[config.mk]
export PLATFORM = sky130hd
export DESIGN_NAME = irq_jam_ctrl
export DESIGN_NICKNAME = d
export VERILOG_FILES = /design/src/rtl/irq_jam_pkg.sv /design/src/rtl/irq_en_flag.sv /design/src/rtl/jam_decode.sv /design/src/rtl/irq_jam_ctrl.sv
export SDC_FILE = /design/constraint.sdc
export NUM_CORES = 1
export LEC_CHECK = 0
export ABC_AREA = 1
export CAP_MARGIN = 20
export CORE_ASPECT_RATIO = 0.8
export CORE_UTILIZATION = 45
export DETAILED_ROUTE_END_ITERATION = 10
export PLACE_DENSITY = 0.8
export SYNTH_ARGS = -nofsm -noshare
export SYNTH_HDL_FRONTEND = slang
export SYNTH_SLANG_ARGS = --single-unit
[constraint.sdc]
create_clock -name clk -period 4 [get_ports clk]
set_input_delay 0.4 -clock clk [delete_from_list [all_inputs] [get_ports clk]]
set_output_delay 0.4 -clock clk [all_outputs]
set_load 0.02 [all_outputs]
[src/rtl/irq_jam_pkg.sv]
package irq_jam_pkg;
    localparam int JAM_DW = 8;

    typedef enum logic [1:0] {
        SEQ_IDLE = 2'd0,
        SEQ_LO   = 2'd1,
        SEQ_HI   = 2'd2
    } seq_e;

    typedef enum logic [1:0] {
        BUS_NONE  = 2'b00,
        BUS_FETCH = 2'b01,
        BUS_ACK   = 2'b10
    } bus_e;

    typedef enum logic [1:0] {
        KIND_RST  = 2'd0,
        KIND_CALL = 2'd1,
        KIND_BAD  = 2'd2
    } kind_e;
endpackage

[src/rtl/irq_en_flag.sv]
module irq_en_flag (
    input  logic clk,
    input  logic rst_n,
    input  logic set_i,
    input  logic clr_i,
    input  logic ack_i,
    output logic en_o
);
    logic en_d, en_q;

    always_comb begin
        en_d = en_q;
        if (set_i) en_d = 1'b1;
        if (clr_i) en_d = 1'b0;
        if (ack_i) en_d = 1'b0;
    end

    always_ff @(posedge clk or negedge rst_n) begin
        if (!rst_n) en_q <= 1'b0;
        else        en_q <= en_d;
    end

    assign en_o = en_q;
endmodule

[src/rtl/jam_decode.sv]
module jam_decode
    import irq_jam_pkg::*;
#(
    parameter int             DW        = JAM_DW,
    parameter int             AW        = 2 * DW,
    parameter logic [DW-1:0]  CALL_OPC  = 8'hCD,
    parameter int             RST_SHIFT = 3
) (
    input  logic [DW-1:0] byte_i,
    output kind_e         kind_o,
    output logic [AW-1:0] rst_tgt_o
);
    localparam int FLD_W = 3;

    logic is_rst;
    assign is_rst = (byte_i[DW-1 -: 2] == 2'b11) && (byte_i[FLD_W-1:0] == {FLD_W{1'b1}});

    always_comb begin
        if (is_rst)                 kind_o = KIND_RST;
        else if (byte_i == CALL_OPC) kind_o = KIND_CALL;
        else                        kind_o = KIND_BAD;
        rst_tgt_o = {{(AW-FLD_W){1'b0}}, byte_i[2*FLD_W-1:FLD_W]} << RST_SHIFT;
    end
endmodule

[src/rtl/irq_jam_ctrl.sv]
module irq_jam_ctrl
    import irq_jam_pkg::*;
#(
    parameter int            DW        = JAM_DW,
    parameter logic [DW-1:0] CALL_OPC  = 8'hCD,
    parameter int            RST_SHIFT = 3
) (
    input  logic          clk,
    input  logic          rst_n,
    input  logic          irq_req,
    input  logic          fetch_stb,
    input  logic          ei_stb,
    input  logic          di_stb,
    input  logic [DW-1:0] jam_data,
    output logic [1:0]    bus_status,
    output logic          fetch_override,
    output logic          pc_adv,
    output logic          int_en,
    output logic          done_stb,
    output logic          push_stb,
    output logic          bad_op,
    output logic [DW-1:0] op_code,
    output logic [2*DW-1:0] tgt_addr
);
    localparam int AW = 2 * DW;

    typedef struct packed {
        seq_e          seq;
        logic [DW-1:0] lo;
        logic          done;
        logic          push;
        logic          bad;
        logic [DW-1:0] opc;
        logic [AW-1:0] tgt;
    } ctl_s;

    ctl_s          st_d, st_q;
    kind_e         kind;
    logic [AW-1:0] rst_tgt;
    logic          busy, accept, ack;

    jam_decode #(
        .DW(DW), .AW(AW), .CALL_OPC(CALL_OPC), .RST_SHIFT(RST_SHIFT)
    ) u_dec (
        .byte_i   (jam_data),
        .kind_o   (kind),
        .rst_tgt_o(rst_tgt)
    );

    irq_en_flag u_flag (
        .clk  (clk),
        .rst_n(rst_n),
        .set_i(ei_stb),
        .clr_i(di_stb),
        .ack_i(accept),
        .en_o (int_en)
    );

    assign busy   = (st_q.seq != SEQ_IDLE);
    assign accept = fetch_stb && !busy && irq_req && int_en;
    assign ack    = fetch_stb && (busy || accept);

    always_comb begin
        st_d      = st_q;
        st_d.done = 1'b0;
        st_d.push = 1'b0;
        st_d.bad  = 1'b0;
        case (st_q.seq)
            SEQ_IDLE: begin
                if (accept) begin
                    case (kind)
                        KIND_RST: begin
                            st_d.done = 1'b1;
                            st_d.push = 1'b1;
                            st_d.opc  = jam_data;
                            st_d.tgt  = rst_tgt;
                        end
                        KIND_CALL: st_d.seq = SEQ_LO;
                        default: begin
                            st_d.done = 1'b1;
                            st_d.bad  = 1'b1;
                            st_d.opc  = jam_data;
                        end
                    endcase
                end
            end
            SEQ_LO: begin
                if (fetch_stb) begin
                    st_d.lo  = jam_data;
                    st_d.seq = SEQ_HI;
                end
            end
            SEQ_HI: begin
                if (fetch_stb) begin
                    st_d.done = 1'b1;
                    st_d.push = 1'b1;
                    st_d.opc  = CALL_OPC;
                    st_d.tgt  = {jam_data, st_q.lo};
                    st_d.seq  = SEQ_IDLE;
                end
            end
            default: st_d.seq = SEQ_IDLE;
        endcase
    end

    always_ff @(posedge clk or negedge rst_n) begin
        if (!rst_n) st_q <= '{seq: SEQ_IDLE, lo: '0, done: 1'b0, push: 1'b0,
                              bad: 1'b0, opc: '0, tgt: '0};
        else        st_q <= st_d;
    end

    always_comb begin
        if (!fetch_stb) bus_status = BUS_NONE;
        else if (ack)   bus_status = BUS_ACK;
        else            bus_status = BUS_FETCH;
    end

    assign fetch_override = ack;
    assign pc_adv         = fetch_stb && !ack;
    assign done_stb       = st_q.done;
    assign push_stb       = st_q.push;
    assign bad_op         = st_q.bad;
    assign op_code        = st_q.opc;
    assign tgt_addr       = st_q.tgt;
endmodule

==> run metrics <==
all-layer global routing usage 0.196; relative slew slack 0.445; RSZ-0062 raised after global routing no; full die area 4560 um^2; crit path from fetch_stb; Peak VDD IR 0.000186 V; final hold vios 0; Design Power 767 uW; final setup TNS 0 ns; crit path max fanout 5; DR iter-0 viols 97; Area after DPL 2210 um^2; Post-Synthesis Cells 242; clock slew at reported path FFs 0.08 ns; CP Capture Type primary output; CP Cell Sequence clkdlybuf4s50_1, nand3_1, a21oi_1, clkdlybuf4s50_1; Slew Limit Fails 0; synthesized flop and latch total 38; Hold Buf Count CTS 0; R2R depth 6; gr ovfl total 0; pwr dens 333 nW/um^2; Worst-Margin Slew 0.833 ns; Worst Setup EP fetch_override; Post-synth EDFFs 0; post-synthesis sequential area ratio 0.492; clk_lat worst skew 0.30 ns; core area 3950 um^2; DRC 0; WHS 0.197 ns; # IOs 46; TritonCTS clock tree yes; max incr delay on CP 0.64 ns; Final Cycle Share 0.598; Min-Delay Path Class in2async; post_cts resized 0; Synth cell types 17; ys flop type dfrtp_1; Fin Clk Skew 0.00514 ns; Area growth, synth to finish 19.2%; layout cells sized above 1 0.0720; vias per cell 4.75; Die X 75.3 um; WP buf/inv 2; Final HPWL DP 2.75 mm; vias 1,516; routed wire length 3.88 mm; CP startpoint kind input port; Pre-antenna DRT Iters 4; CTS max path bufs 2; post-synth top area share 0.492; CP top delay family buffers and inverters; crit path kind in2out; CTS root buf clkbuf_8; Mapped Nets 256; reg-to-reg slack, setup 2.34 ns; status completed; Static Leakage 1.18 nW; clock sink count 38; CTS buffer count 5; most instantiated cells after synthesis 92 x nand2_1, 38 x dfrtp_1, 26 x buf_4; initial antenna violation count 0; Critical Path Most Common Cell clkdlybuf4s50_1; Final GP Congestion 0.868; Critical Path RT 3.60 ns; Nets 277; post-route cell area 2300 um^2; post-layout min period 2.39 ns; synth top area cells dfrtp_1 49%, nand2_1 18%, buf_4 10%; WP depth 4; setup violators final 0; pin count of the biggest net entering global routing 39; first-pass GRT wire length 6.51 mm; drt wl/cell 12.2 um; Port Buffers 45; Fmax 418 MHz; CP Data Arrival Time 1.99 ns; DIE HEIGHT 60.6 um; H-tree Lvls 2; Starting Density 0.489; Syn Area/Cell 7.99 um^2; count leader, synth nand2_1; CP max-delay cell clkdlybuf4s50_1; Syn. warnings 0; Post-DRT Antenna Nets 0; mapped cell area 1930 um^2; reg-to-reg startpoint st_q[35]; post-CTS setup buffers 0; asr flop ratio synth 1.00; vias in the first global route 1,402; R2R Path End tgt_addr[4]; row cnt 20; # Max-Cap Violations 0; n_diodes 0; area leader, netlist dfrtp_1
## per-layer routing
metal / vias to the layer above / routed length [um] / GRT usage
li1: 763 / - / -
met1: 686 / 1850 / 0.268
met2: 58 / 1700 / 0.304
met3: 9 / 263 / 0.0465
met4: 0 / 70 / 0.0794
met5: - / 0 / 0
## power breakdown
part           internal (mW)  switching, mW
combinational         0.0398         0.0484
clock                  0.138          0.139
sequential             0.395        0.00628
total                  0.573          0.194
## worst min-delay path by stage
| stage | startpoint | to | slack [ns] | cells after the start |
|---|---|---|---|---|
| after floorplan | rst_n | bad_op | 0.10 | 0 |
| after global placement | tgt_addr[3] | tgt_addr[3] | 0.45 | 2 |
| after detailed placement | tgt_addr[0] | tgt_addr[0] | 0.46 | 2 |
| after CTS | rst_n | st_q[27] | 0.22 | 1 |
| after global routing | rst_n | u_flag.en_o | 0.27 | 1 |
| final | rst_n | st_q[27] | 0.20 | 1 |
## layout by cell type, fill, tap and decap left out, drive strengths merged
| master | n |
|---|---|
| buf | 1 |
| a21oi | 1 |
| clkbuf | 6 |
| inv | 18 |
| nor3b | 1 |
| nor2 | 22 |
| nand2 | 97 |
| nand3 | 23 |
| dfrtp | 38 |
| clkinv | 1 |
| nor3 | 1 |
| clkinvlp | 1 |
| o21ai | 10 |
| clkdlybuf4s50 | 44 |
## cells by family (layout without fill, tap and decap cells)
family	after synthesis	in the layout	share of synthesized area
and+or+nand+nor	144	144	0.322
buffers and inverters	49	71	0.158
AOI/OAI and AO/OA	11	11	0.0285
DFF	38	38	0.492
## metrics by stage
step	setup WS, ns	utilization	instances
6_report	1.61	0.583	319
5_1_grt	1.48	0.583	319
4_1_cts	1.59	0.583	319
3_5_place_dp	1.60	0.559	311
3_3_place_gp	1.66	0.559	311
2_1_floorplan	2.29	-	242
## registers in the layout (all words and copies together) (netlist names)
signal	cells
done_stb	1
op_code	8
u_flag.en_o	1
bad_op	1
st_q	10
push_stb	1
tgt_addr	16
## final cells by class
cell class                      instances  area, um^2
Clock inverter                          2        12.5
Inverter                               18        67.6
Timing Repair Buffer                   45         445
Multi-Input combinational cell        155         677
Sequential cell                        38         951
Fill cell                             391        1650
Clock buffer                            6        82.6
Tap cell                               55        68.8
(Power assumes the default switching activity.)
